==> config.mk <==
export PLATFORM = sky130hd
export DESIGN_NAME = entropy_cache
export DESIGN_NICKNAME = d
export VERILOG_FILES = /design/src/rtl/entropy_cache_pkg.sv /design/src/rtl/entropy_cache_ctrl.sv /design/src/rtl/entropy_cache_asm.sv /design/src/rtl/entropy_cache_port.sv /design/src/rtl/entropy_cache.sv
export SDC_FILE = /design/constraint.sdc
export NUM_CORES = 1
export LEC_CHECK = 0
export CORE_MARGIN = 1
export CORE_UTILIZATION = 35
export DETAILED_ROUTE_END_ITERATION = 10
export PLACE_DENSITY = 0.59
export SYNTH_ARGS = -nofsm -noshare
export SYNTH_HDL_FRONTEND = slang
export SYNTH_SLANG_ARGS = --single-unit
==> constraint.sdc <==
create_clock -name clk_i -period 4.2 [get_ports clk_i]
set_input_delay 0.42 -clock clk_i [delete_from_list [all_inputs] [get_ports clk_i]]
set_output_delay 0.42 -clock clk_i [all_outputs]
set_load 0.02 [all_outputs]
==> src/rtl/entropy_cache_pkg.sv <==
package entropy_cache_pkg;
  typedef enum logic [1:0] {
    FILL_IDLE = 2'd0,
    FILL_RUN  = 2'd1,
    FILL_DROP = 2'd2
  } fill_state_e;
endpackage

==> src/rtl/entropy_cache_ctrl.sv <==
module entropy_cache_ctrl
  import entropy_cache_pkg::*;
#(
  parameter int WORDS = 8,
  localparam int CNT_W = (WORDS > 1) ? $clog2(WORDS) : 1
) (
  input  logic             clk_i,
  input  logic             rst_ni,
  input  logic             op_start_i,
  input  logic             prefetch_i,
  input  logic             rd_req_i,
  input  logic             src_ack_i,
  output logic             src_req_o,
  output logic             store_en_o,
  output logic [CNT_W-1:0] slot_o,
  output logic             valid_o,
  output logic             grant_o
);
  localparam logic [CNT_W-1:0] LAST_SLOT = CNT_W'(WORDS - 1);

  fill_state_e      state_q, state_d;
  logic [CNT_W-1:0] cnt_q, cnt_d;
  logic             valid_q, valid_d;
  logic             ack_take, last_word, fill_start, fill_done;

  assign ack_take   = src_ack_i && (state_q != FILL_IDLE);
  assign last_word  = (cnt_q == LAST_SLOT);
  assign fill_start = (prefetch_i || rd_req_i) && !valid_q && !op_start_i;
  assign grant_o    = rd_req_i && valid_q;

  always_comb begin
    state_d   = state_q;
    cnt_d     = cnt_q;
    fill_done = 1'b0;
    unique case (state_q)
      FILL_IDLE: begin
        if (fill_start) begin
          state_d = FILL_RUN;
          cnt_d   = '0;
        end
      end
      FILL_RUN: begin
        if (ack_take) begin
          cnt_d = last_word ? '0 : cnt_q + 1'b1;
          if (last_word) begin
            state_d   = FILL_IDLE;
            fill_done = !op_start_i;
          end
        end
        if (op_start_i && !(ack_take && last_word)) state_d = FILL_DROP;
      end
      FILL_DROP: begin
        if (ack_take) begin
          cnt_d = last_word ? '0 : cnt_q + 1'b1;
          if (last_word) state_d = FILL_IDLE;
        end
      end
      default: state_d = FILL_IDLE;
    endcase
  end

  always_comb begin
    valid_d = valid_q;
    if (op_start_i)     valid_d = 1'b0;
    else if (fill_done) valid_d = 1'b1;
    else if (grant_o)   valid_d = 1'b0;
  end

  always_ff @(posedge clk_i or negedge rst_ni) begin
    if (!rst_ni) begin
      state_q <= FILL_IDLE;
      cnt_q   <= '0;
      valid_q <= 1'b0;
    end else begin
      state_q <= state_d;
      cnt_q   <= cnt_d;
      valid_q <= valid_d;
    end
  end

  assign src_req_o  = (state_q != FILL_IDLE);
  assign store_en_o = ack_take && (state_q == FILL_RUN) && !op_start_i;
  assign slot_o     = cnt_q;
  assign valid_o    = valid_q;
endmodule

==> src/rtl/entropy_cache_asm.sv <==
module entropy_cache_asm #(
  parameter int WORD_W = 32,
  parameter int WORDS  = 8,
  localparam int CNT_W = (WORDS > 1) ? $clog2(WORDS) : 1,
  localparam int VAL_W = WORD_W * WORDS
) (
  input  logic              clk_i,
  input  logic              rst_ni,
  input  logic              store_en_i,
  input  logic [CNT_W-1:0]  slot_i,
  input  logic [WORD_W-1:0] word_i,
  output logic [VAL_W-1:0]  value_o
);
  for (genvar g = 0; g < WORDS; g++) begin : g_slot
    logic [WORD_W-1:0] slot_q;
    logic              slot_en;

    assign slot_en = store_en_i && (slot_i == CNT_W'(g));

    always_ff @(posedge clk_i or negedge rst_ni) begin
      if (!rst_ni) begin
        slot_q <= '0;
      end else if (slot_en) begin
        slot_q <= word_i;
      end
    end

    assign value_o[g*WORD_W +: WORD_W] = slot_q;
  end
endmodule

==> src/rtl/entropy_cache_port.sv <==
module entropy_cache_port #(
  parameter int WORD_W = 32,
  parameter int VAL_W  = 256
) (
  input  logic             grant_i,
  input  logic             narrow_i,
  input  logic [VAL_W-1:0] value_i,
  output logic [VAL_W-1:0] data_o
);
  always_comb begin
    data_o = '0;
    if (grant_i) begin
      if (narrow_i) data_o[WORD_W-1:0] = value_i[WORD_W-1:0];
      else          data_o             = value_i;
    end
  end
endmodule

==> src/rtl/entropy_cache.sv <==
module entropy_cache #(
  parameter int WORD_W = 32,
  parameter int WORDS  = 8,
  localparam int CNT_W = (WORDS > 1) ? $clog2(WORDS) : 1,
  localparam int VAL_W = WORD_W * WORDS
) (
  input  logic              clk_i,
  input  logic              rst_ni,
  input  logic              op_start_i,
  input  logic              prefetch_i,
  input  logic              rd_req_i,
  input  logic              rd_narrow_i,
  output logic              rd_stall_o,
  output logic              rd_grant_o,
  output logic [VAL_W-1:0]  rd_data_o,
  output logic              src_req_o,
  input  logic              src_ack_i,
  input  logic [WORD_W-1:0] src_data_i
);
  logic             store_en;
  logic [CNT_W-1:0] slot;
  logic             cache_valid;
  logic [VAL_W-1:0] value;

  entropy_cache_ctrl #(.WORDS(WORDS)) u_ctrl (
    .clk_i      (clk_i),
    .rst_ni     (rst_ni),
    .op_start_i (op_start_i),
    .prefetch_i (prefetch_i),
    .rd_req_i   (rd_req_i),
    .src_ack_i  (src_ack_i),
    .src_req_o  (src_req_o),
    .store_en_o (store_en),
    .slot_o     (slot),
    .valid_o    (cache_valid),
    .grant_o    (rd_grant_o)
  );

  entropy_cache_asm #(.WORD_W(WORD_W), .WORDS(WORDS)) u_asm (
    .clk_i      (clk_i),
    .rst_ni     (rst_ni),
    .store_en_i (store_en),
    .slot_i     (slot),
    .word_i     (src_data_i),
    .value_o    (value)
  );

  entropy_cache_port #(.WORD_W(WORD_W), .VAL_W(VAL_W)) u_port (
    .grant_i  (rd_grant_o),
    .narrow_i (rd_narrow_i),
    .value_i  (value),
    .data_o   (rd_data_o)
  );

  assign rd_stall_o = rd_req_i && !cache_valid;
endmodule

## After elaboration in Yosys (flattened, before gate mapping)

Cells that the tools add are included.

| cells by class | value |
|---|---|
| add/sub/neg operators | 1 |
| equality and inequality tests | 11 |
| muxes and demuxes | 17 |
| reductions and logical operators | 28 |

Operator list:

| operator | number |
|---|---|
| $mux 256 | 1 |
| $mux 224 | 1 |
| $logic_and 1x1->1 | 17 |
| $eq 3x3->1 const B | 4 |
| $mux 3 | 3 |
| $mux 2 | 4 |
| $eq 3x2->1 const B | 2 |
| $mux 1 | 6 |
| $pmux 2 s3 | 1 |
| $pmux 3 s2 | 1 |
| $ne 2x1->1 const B | 2 |
| $reduce_bool 2->1 | 2 |
| $add 3x1->3 const B | 1 |
| $eq 3x1->1 const B | 1 |
| $logic_not 1->1 | 3 |
| $logic_not 3->1 | 1 |
| $reduce_and 3->1 | 1 |
| $reduce_bool 3->1 | 1 |
| $eq 2x1->1 const B | 1 |
| $eq 2x2->1 const B | 1 |
| $logic_not 2->1 | 1 |
| $reduce_or 2->1 | 1 |
| $logic_or 1x1->1 | 1 |

| word-level totals | value |
|---|---|
| flip-flop bits (word level) | 262 |

## Longest topological paths before layout

Gate-level depths: netlist of run 1.

| logic depth | value |
|---|---|
| depth in word-level cells | 7 |
| depth in mapped cells | 8 |
| mapped depth without buffers | 6 |

## Cells and area by module

Synthesis of run 1 repeated with hierarchy kept, for this count alone.

| second synthesis, totals | value |
|---|---|
| cell total of the unflattened synthesis | 904 |
| area total of the unflattened synthesis | 12564.6 um^2 |

By module, submodules not included:

| module | instances | cells an instance | area each (um^2) | sequential area each (um^2) |
|---|---|---|---|---|
| entropy_cache_asm | 1 | 551 | 9613.0 | 6406.1 |
| entropy_cache_port | 1 | 308 | 2518.7 | 0.0 |
| entropy_cache_ctrl | 1 | 44 | 419.2 | 150.1 |
| entropy_cache | 1 | 1 | 13.8 | 0.0 |

## Least setup slack after synthesis of run 1

No wires, ideal clock.

| timing | value |
|---|---|
| kind | flip-flop to output port |
| from | register u_ctrl.valid_q (netlist: u_ctrl.valid_o) |
| to | output rd_data_o[100] |
| data arrival time | 1.507 ns |
| required time | 3.780 ns |
| slack | 2.273 ns |
| stages on the path, launching flop included | 8 |
| buffers on the path | 4 |
| cells stage by stage | dfrtp_1 -> buf_2 -> and2_1 -> nor2b_1 -> buf_4 -> buf_6 -> clkbuf_2 -> and2_1 |

| on the way | value |
|---|---|
| word-level cells in the longest chain between the ends | 2 |

RTL lines:

| item | line | text |
|---|---|---|
| from (decl) | entropy_cache_ctrl.sv:23 | `logic valid_q, valid_d;` |
| from (signal assigned) | entropy_cache_ctrl.sv:77 | `valid_q <= valid_d;` |
| $logic_and 1x1->1 | entropy_cache_ctrl.sv:29 | `assign grant_o = rd_req_i && valid_q;` |
| named net rd_grant_o | entropy_cache.sv:14 | `output logic rd_grant_o,` |
| $mux 256 | entropy_cache_port.sv:12 | `if (grant_i) begin` |
| to (decl) | entropy_cache.sv:15 | `output logic [VAL_W-1:0] rd_data_o,` |

The timed path passes the listed nets, and every way through them passes these cells.

## Worst setup path after layout of run 1

| timing | value |
|---|---|
| from | input rd_req_i |
| to | output rd_data_o[102] |

| on the way | value |
|---|---|
| word-level cells in the longest chain between the ends | 2 |

RTL lines:

| item | line | text |
|---|---|---|
| from (decl) | entropy_cache.sv:11 | `input logic rd_req_i,` |
| $logic_and 1x1->1 | entropy_cache_ctrl.sv:29 |  |
| $mux 256 | entropy_cache_port.sv:12 |  |

No other way between the ends.

==> results of run 1 <==
## power groups by stage
| stage | combinational [mW] | sequential [mW] | clock (mW) |
|---|---|---|---|
| after global routing | 0.827 | 3.09 | 2.84 |
| after CTS | 0.756 | 3.05 | 2.75 |
| final | 0.744 | 3.05 | 2.66 |
| after global placement | 0.736 | 3.08 | 0 |
| after floorplan | 0.512 | 3.03 | 0 |
| after detailed placement | 0.754 | 3.09 | 0 |
## cell usage after synthesis (6+ instances only)
| library cell | count | area share, % |
|---|---|---|
| inv_1 | 6 | 0.18 |
| buf_4 | 7 | 0.43 |
| clkbuf_2 | 16 | 0.65 |
| ha_1 | 10 | 1.0 |
| and3_1 | 32 | 1.6 |
| mux2_4 | 90 | 11 |
| clkbuf_1 | 12 | 0.37 |
| dfrtp_1 | 262 | 53 |
| buf_12 | 8 | 1.3 |
| and2_1 | 225 | 11 |
| buf_2 | 10 | 0.41 |
| mux2_2 | 163 | 15 |
## registers in the layout, indices dropped and copies added, names as in the netlist
| name | cells |
|---|---|
| u_ctrl.state_q | 2 |
| u_ctrl.valid_o | 1 |
| u_ctrl.slot_o | 3 |
| u_asm.g_slot.slot_q | 256 |
## per-stage QoR
step	hold WS, ps	std cells	cell area (um^2)
finish	-10.5	1654	16600
global route	78.3	1654	16600
CTS	47.4	1654	16600
detailed placement	474	1599	15600
global placement	466	1599	15600
floorplan	124	889	12300
## worst reg2reg max path, cell delays in order (launching register included)
cell and delay [ps]:
dfrtp_1 420, inv_1 90, ha_1 280, nor2b_1 340, nand3_2 820, mux2_2 610
## area by class of cell
type	instances	area, um^2	area share [%]
repair buffers	314	3170	19.1
flip-flops and latches	262	6560	39.5
inverters	6	22.5	0.136
clock inverters	10	109	0.656
well taps	455	569	3.43
clock buffers	45	918	5.53
multi-input cells	562	5250	31.6
## per-layer routing
layer / up-vias / global-route usage [%] / share of wire (%)
met4: 0 / 4.16 / 2.0
met1: 3974 / 25.2 / 45
met5: - / 0 / 0
li1: 3576 / - / -
met2: 196 / 29.9 / 46
met3: 37 / 5.28 / 6.7
## kinds of logic (layout without fill, tap and decap cells)
logic type | count (synthesis) | count (layout)
AOI/OAI and AO/OA | 11 | 11
and+or+nand+nor | 284 | 284
muxes | 257 | 257
DFF | 262 | 262
buffers and inverters | 65 | 375
adders and majority gates | 10 | 10
## placed cells by master (no fill, tap or decap), types with 2 or more instances in the layout
cell / count
ha_1: 10
inv_1: 6
mux2_4: 90
clkinvlp_4: 2
clkbuf_16: 31
nand3_2: 5
mux2_2: 163
and4_2: 3
nor2_1: 2
clkbuf_1: 5
bufinv_16: 2
and3_1: 32
buf_12: 5
dfrtp_1: 262
a22o_1: 3
clkbuf_8: 9
buf_4: 12
mux2_1: 4
o21ai_0: 3
clkinv_2: 5
a21oi_1: 2
nor2b_1: 2
nand2_1: 3
nand3_1: 2
clkdlybuf4s50_1: 296
and2_1: 225
## final timing paths
kind | endpoint | slack [ps] | depth (start not counted)
min in group clk_i | u_asm.g_slot[3].slot_q[26] | 480 | 1
worst max-delay path | rd_data_o[102] | 1250 | 6
max in group asynchronous | u_asm.g_slot[0].slot_q[16] | 3070 | 2
worst min-delay path | u_asm.g_slot[4].slot_q[1] | -10 | 1
worst min register to register | u_asm.g_slot[3].slot_q[26] | 480 | 1
worst max register to register | u_asm.g_slot[0].slot_q[16] | 1510 | 5
==> metrics, run 1 <==
Adder-Cell Fraction of Synth Area=1.02%; postcts setup bufs=0; Max stage delay on crit path=620 ps; clock skew after layout=16.7 ps; CTS Root Cell=clkbuf_16; Hold Violations, Final=1; # setup viols final=0; GPL Wtd Cong=0.743; Worst-path clk slew=60 ps; synthesized area=12,300 um^2; failing checks=hold timing; io pins=298; Worst-Skew Late Latency=550 ps; syn_nets=938; total power=6.45 mW; status=complete, but fails checks; post-detailed-route count of antenna-violating nets=0; critical path arrival=2530 ps; Reg power frac=47.2%; clock power share=41.2%; via count=7,783; pin count of the biggest net entering global routing=129; sw frac=23.8%; fin worst setup slack=1250 ps; Critical Path Source=rd_req_i; main combinational cell family by area after synthesis=multiplexers; Startpoint Class=input port; Final min period=2950 ps; number of synthesized flops with an enable pin=0; Primary FF master, synth=dfrtp_1; Ys Warns=0; Die ar.=35,800 um^2; post-layout util=48.0%; Routed WL=33.6 mm; core area=34,500 um^2; CP Max Fanout=119; fmax=0.339 GHz; Largest delay share family, worst path=buffers and inverters; Die H=189 um; Leak=7.79 nW; Layout area overhead=35.3%; post-detail-place hpwl=21.9 mm; relative slew slack=29.5%; Final Net Count=1,225; routed vias/inst=4.71; TritonCTS clock tree=built; Initial Util=35.5%; simple-gate area share of the yosys netlist=14.6%; drt wl/cell=20.3 um; Worst Tran Pin Value=1060 ps; WP data required=3780 ps; asr flop ratio synth=100%; number of global-route vias before repair=8,071; die outline width=189 um; Synth cell types=36; FILL cells=3,149; PortBufs=297; RSZ-0062 raised after global routing=no; layout cells sized above 1=28.0%; CP max stage cell=clkdlybuf4s50_1; cts repair resizes=0; hold_buf cts=0; FF+latch count, synth=262; CTS Buffer Depth=3; Max Cap Viol=0; final period utilization=70.3%; global route overflow=0; XOR/XNOR share of the synthesized area=0%; PD cells=389 nW/um^2; CP cell instances=clkdlybuf4s50_1, and2_1, nor2b_4, buf_12, and2_1, clkdlybuf4s50_1; Post-Place Worst Slack=1240 ps; internal power=4.92 mW; Clock H-tree levels=1; Sw Pwr=1.54 mW; hold crit path type=in2async; gr usage total=18.7%; Synth Instances=889; Slew Limit Fails=0; Compound-Gate Fraction of Synth Area=0.633%; DR iter-0 viols=281; Pre-antenna DRT Iters=4; antenna violations before repair=0; first-pass GRT wire length=51.2 mm; DRC errors left=0; post-synthesis mux area share=26.4%; critical path class=in2out; row count=68; Avg Cell Area, Syn=13.8 um^2; Min Hold Slack=-10.5 ps; sequential area share after synthesis=53.5%; Comb pwr share=11.5%; CTS buffer count=30; Worst Path Buf+Inv=3; CP endpoint kind=output port; Reg-to-Reg Start=u_ctrl.state_q[1]; antenna diode count=0; clk sinks=262; Peak VDD IR=0.322 mV; setup TNS=0 ps
Note: power is estimated with default switching activity, not from simulation.
==> run 2: changes to the inputs <==
- PLACE_DENSITY: 0.59 -> 0.61
- clock period: 4.2 -> 2.66 ns (I/O delays scaled with it)
==> run 2 against run 1 <==
Net effect: the run now ends clean; count of clock-buffer cells in the layout is 2 lower; non-clock buffer count is 18 higher; register-to-register slack worse by 1200 ps; sequential power is 58% higher; routed wire length is 1.4% lower; die area stayed put; total power is 57% higher.
==> metrics, run 2 (synthesized netlist as in run 1, its figures left out) <==
number of global-route vias before repair=8,177 (was 8,071); CP Max Fanout=28 (was 119); Die H=189 um (unchanged); Layout area overhead=38.0% (was 35.3%); commonest non-fill, non-tap cells in the layout=dfrtp_1 (262), and2_1 (225), mux2_2 (163) (was clkdlybuf4s50_1 (296), dfrtp_1 (262), and2_1 (225)); DRC errors left=0 (unchanged); via count=7,886 (was 7,783); Die ar.=35,800 um^2 (unchanged); post-detailed-route count of antenna-violating nets=0 (unchanged); commonest non-fill, non-tap cell in the layout=dfrtp_1 (was clkdlybuf4s50_1); TritonCTS clock tree=built (unchanged); Final Net Count=1,242 (was 1,225); core area=34,500 um^2 (unchanged); antenna diode count=0 (unchanged); PortBufs=297 (unchanged); CTS Root Cell=clkbuf_16 (unchanged); die outline width=189 um (unchanged); row count=68 (unchanged); Clock H-tree levels=1 (unchanged); WP data required=2390 ps (was 3780 ps); register with the most flip-flops=u_asm.g_slot.slot_q (unchanged); Largest delay share family, worst path=buffers and inverters (unchanged); non-filler cells, final=1,666 (was 1,654); critical path class=reg2out (was in2out); Initial Util=35.5% (unchanged); Max Cap Viol=0 (unchanged); CTS buffer count=29 (was 30); fmax=0.395 GHz; Worst-Skew Late Latency=540 ps (was 550 ps); drt wl/cell=19.9 um (was 20.3 um); critical path arrival=2270 ps (was 2530 ps); Max stage delay on crit path=640 ps (was 620 ps); Largest register FFs=256 (unchanged); FILL cells=3,104 (was 3,149); GPL Wtd Cong=0.755 (was 0.743); global route overflow=0 (unchanged); CP endpoint kind=output port (unchanged); layout cells sized above 1=28.3% (was 28.0%); pin count of the biggest net entering global routing=88 (was 129); hold crit path type=in2async (unchanged); Worst Tran Pin Value=722 ps (was 1060 ps); Worst-path clk slew=60 ps (about the same); clk sinks=262 (unchanged); io pins=298 (unchanged); routed vias/inst=4.73 (was 4.71); Worst Path Buf+Inv=2 (was 3); Final min period=2530 ps; total power=10.1 mW (was 6.45 mW); # setup viols final=0 (unchanged); Hold Violations, Final=0 (was 1); clock skew after layout=15.6 ps (was 16.7 ps); first-pass GRT wire length=50.6 mm (was 51.2 mm); CP max stage cell=clkdlybuf4s50_1 (unchanged); post-detail-place hpwl=21.9 mm (about the same); cell with the most instances on the worst path=and2_1; Startpoint Class=register (was input port); Leak=10.2 nW (was 7.79 nW); final period utilization=95.3%; PD cells=597 nW/um^2 (was 389 nW/um^2); Pre-antenna DRT Iters=4 (unchanged); status=finished clean (was complete, but fails checks); Peak VDD IR=0.433 mV (was 0.322 mV); DR iter-0 viols=306 (was 281); Placed Instances=1,614 (was 1,599); CTS Buffer Depth=3 (unchanged); CP cell instances=and2_1, nor2b_4, buf_4, and2_1, clkdlybuf4s50_1 (was clkdlybuf4s50_1, and2_1, nor2b_4, buf_12, and2_1, clkdlybuf4s50_1); antenna violations before repair=0 (unchanged); Routed WL=33.1 mm (was 33.6 mm); gr usage total=18.2% (was 18.7%); Slew Limit Fails=0 (unchanged); relative slew slack=51.8% (was 29.5%)
-- run 2: area by class of cell --
class | count | area [um^2] | share of cell area [%]
sequential | 262 | 6560 | 38.8
multi-input combinational | 562 | 5250 | 31.0
timing repair buffer | 332 | 3560 | 21.0
clock buffer | 43 | 828 | 4.90
tap | 455 | 569 | 3.37
clock inverter | 6 | 134 | 0.791
inverter | 6 | 22.5 | 0.133
-- run 2: final timing paths --
path / from / to / slack [ps] / cells past startpoint
worst min register to register: u_asm.g_slot[3].slot_q[26] / u_asm.g_slot[3].slot_q[26] / 480 / 1
worst max-delay path: u_ctrl.valid_o / rd_data_o[255] / 130 / 5
max in group asynchronous: rst_ni / u_asm.g_slot[1].slot_q[9] / 1520 / 3
worst min-delay path: rst_ni / u_asm.g_slot[6].slot_q[24] / 340 / 2
min in group clk_i: u_asm.g_slot[3].slot_q[26] / u_asm.g_slot[3].slot_q[26] / 480 / 1
worst max register to register: u_ctrl.state_q[1] / u_asm.g_slot[2].slot_q[24] / 350 / 6
-- run 2: repair_timing --
action	4_1_cts	5_1_grt
gates cloned	0	1
endpoints found under the setup margin	102	100
hold buffers	1	0
gates resized for setup	102	94
buffers inserted	0	1
endpoints found under the hold margin	79	0
-- run 2: worst register-to-register path, delay by kind of cell, from the launching register on --
family | cells | cell delay, ps
flops | 1 | 420
mux | 1 | 290
fa+ha+maj | 1 | 280
buf+inv | 2 | 420
simple gates | 2 | 760
-- run 2: per-stage QoR --
step	instance area, um^2	setup WS (ps)	setup TNS, ps	utilization (%)	hold WS [ps]
3_5_place_dp	15800	72.7	0	45.7	340
6_report	16900	126	0	49.0	341
5_1_grt	16900	-1.52	-1.52	49.0	378
2_1_floorplan	12300	834	0	-	-29.6
3_3_place_gp	15800	111	0	45.7	343
4_1_cts	16600	1.60	0	48.2	350
-- run 2: report_power, final --
group	leakage [nW]	internal (mW)	switching [mW]	total [mW]
clock network	0.469	2.51	1.57	4.09
registers	3.59	4.55	0.271	4.82
logic	6.10	0.660	0.532	1.19
total	10.2	7.73	2.38	10.1
-- run 2: metal layers --
layer,part of all wire (%),global-route usage (%),wire length (um),up-vias
li1,-,-,-,3618
met1,45,24.7,15000,4043
met2,47,29.3,15400,199
met3,7.0,4.84,2320,26
met4,1.2,3.54,393,0
met5,0,0,0,-
==> run 3: changes to the inputs <==
- REMOVE_ABC_BUFFERS: default -> 1
==> run 3 against run 2 <==
Net effect: worst setup slack got worse by 14 ps; count of clock-buffer cells in the layout increased by 1; routed wire length rose by 0.72%; clock skew is 8.9 ps lower; total power is 2.6% lower.
==> metrics, run 3 (synthesized netlist as in run 1, its figures left out) <==
Worst-Skew Late Latency=540 ps (about the same); RR Endpoint=u_asm.g_slot[6].slot_q[0] (was u_asm.g_slot[2].slot_q[24]); non-filler cells, final=1,666 (unchanged); core area=34,500 um^2 (unchanged); Final Cell Area=16,400 um^2 (was 16,900 um^2); # setup viols final=0 (unchanged); Clock H-tree levels=1 (unchanged); drt wl/cell=20.0 um (was 19.9 um); Leak=8.74 nW (was 10.2 nW); critical path class=reg2out (unchanged); post-layout util=47.5% (was 49.0%); CP Max Fanout=49 (was 28); Final Net Count=1,243 (was 1,242); layout cells sized above 1=30.7% (was 28.3%); CP endpoint kind=output port (unchanged); io pins=298 (unchanged); FILL cells=3,182 (was 3,104); antenna diode count=0 (unchanged); via count=7,825 (was 7,886); fin worst setup slack=112 ps (was 126 ps); met1 Usage GRT=24.2% (was 24.7%); r2r setup slk=480 ps (was 350 ps); Layout area overhead=33.8% (was 38.0%); setup TNS=0 ps (unchanged); Max Cap Viol=0 (unchanged); GPL Wtd Cong=0.738 (was 0.755); Largest register FFs=256 (unchanged); Max stage delay on crit path=390 ps (was 640 ps); status=finished clean (unchanged); gr usage total=18.6% (was 18.2%); PortBufs=297 (unchanged); Die H=189 um (unchanged); commonest non-fill, non-tap cells in the layout=dfrtp_1 (261), and2_1 (224), dlygate4sd2_1 (168) (was dfrtp_1 (262), and2_1 (225), mux2_2 (163)); post-detailed-route count of antenna-violating nets=0 (unchanged); WP data required=2390 ps (about the same); TritonCTS clock tree=built (unchanged); routed vias/inst=4.70 (was 4.73); Reg-to-Reg Start=u_ctrl.state_q[0] (was u_ctrl.state_q[1]); clock skew after layout=6.65 ps (was 15.6 ps); commonest non-fill, non-tap cell in the layout=dfrtp_1 (unchanged); Hold Violations, Final=0 (unchanged); RSZ-0062 raised after global routing=no; GRT Max-Usage Layer=met2 (unchanged); pin count of the biggest net entering global routing=80 (was 88); first-pass GRT wire length=51.7 mm (was 50.6 mm); relative slew slack=57.0% (was 51.8%); Pre-antenna DRT Iters=4 (unchanged); critical path arrival=2280 ps (was 2270 ps); Post-DP Area=15,700 um^2 (was 15,800 um^2); DR iter-0 viols=288 (was 306); final period utilization=95.8% (was 95.3%); total power=9.83 mW (was 10.1 mW); antenna violations before repair=0 (unchanged); CP max stage cell=dfrtp_2 (was clkdlybuf4s50_1); CP cell instances=and2_2, nor2b_4, buf_12, bufbuf_16, and2_1, dlygate4sd2_1 (was and2_1, nor2b_4, buf_4, and2_1, clkdlybuf4s50_1); Post-Place Worst Slack=188 ps (was 72.7 ps); R2R cell count=7 (was 6); CTS Root Cell=clkbuf_16 (unchanged); Routed WL=33.3 mm (was 33.1 mm); Peak VDD IR=0.415 mV (was 0.433 mV); CTS Buffer Depth=3 (unchanged); hold crit path type=in2async (unchanged); PD cells=600 nW/um^2 (was 597 nW/um^2); number of global-route vias before repair=8,334 (was 8,177); clk sinks=262 (unchanged); Slew Limit Fails=0 (unchanged); register with the most flip-flops=u_asm.g_slot.slot_q (unchanged); Min Hold Slack=326 ps (was 341 ps); DRC errors left=0 (unchanged); CTS buffer count=29 (unchanged); Initial Util=35.5% (unchanged); global route overflow=0 (unchanged); post-detail-place hpwl=22.1 mm (was 21.9 mm); grt met3 use=4.58% (was 4.84%); fmax=0.392 GHz (was 0.395 GHz); Worst-path clk slew=60 ps (about the same); Die ar.=35,800 um^2 (unchanged); row count=68 (unchanged); Final min period=2550 ps (was 2530 ps); Worst Tran Pin Value=645 ps (was 722 ps); Startpoint Class=register (unchanged); die outline width=189 um (unchanged); Placed Instances=1,614 (unchanged); met2 Use GR=31.7% (was 29.3%)
==> run 3: changes by cell type in the layout (fill, tap and decap cells not counted), moves of 5 or more <==
| cell | change |
|---|---|
| buf_4 | +5 |
| clkdlybuf4s50_1 | -27 |
| dlygate4sd2_1 | +66 |
| clkbuf_2 | +24 |
| buf_12 | -5 |
| clkdlybuf4s15_1 | +30 |
| dlymetal6s2s_1 | -94 |
==> run 3: worst max-delay path, delay by kind of cell, from the launching register on <==
family | cells | cell delay (ps)
and+or+nand+nor | 3 | 570
buffers and inverters | 3 | 760
DFF | 1 | 390
==> run 3: worst max-delay path by stage <==
| stage | start | to | slack, ps | cells after the start |
|---|---|---|---|---|
| after floorplan | u_ctrl.valid_o | rd_data_o[100] | -3800 | 3 |
| after global placement | rd_req_i | rd_data_o[142] | 220 | 7 |
| after detailed placement | rd_req_i | rd_data_o[200] | 190 | 7 |
| after CTS | u_ctrl.valid_o | rd_data_o[79] | 30 | 7 |
| after global routing | u_ctrl.valid_o | rd_data_o[116] | 1 | 6 |
| final | u_ctrl.valid_o | rd_data_o[96] | 110 | 6 |
==> run 3: per-layer routing <==
metal  vias up  part of all wire [%]
met5         -                     0
met4         0                   1.7
met3        37                   6.0
met2       193                    48
met1      3984                    45
li1       3611                     -
==> run 3: power by group <==
group | internal, mW | switching, mW
sequential | 4.55 | 0.262
combinational | 0.658 | 0.517
clock | 2.30 | 1.55
==> run 3: area by class of cell <==
class / count / area [um^2] / area share [%]
Sequential cell: 262 / 6560 / 40.0
Timing Repair Buffer: 333 / 3090 / 18.8
Inverter: 6 / 22.5 / 0.137
Tap cell: 455 / 569 / 3.47
Multi-Input combinational cell: 562 / 5250 / 32.0
Clock inverter: 4 / 47.5 / 0.290
Clock buffer: 44 / 862 / 5.26
==> run 3: what timing repair did <==
item / in CTS / in global routing
resized for setup: 223 / 78
buffers inserted: 1 / 0
hold endpoints to repair: 73 / 0
hold buffers: 1 / 0
endpoints found under the setup margin: 222 / 54
gates cloned: 2 / 0
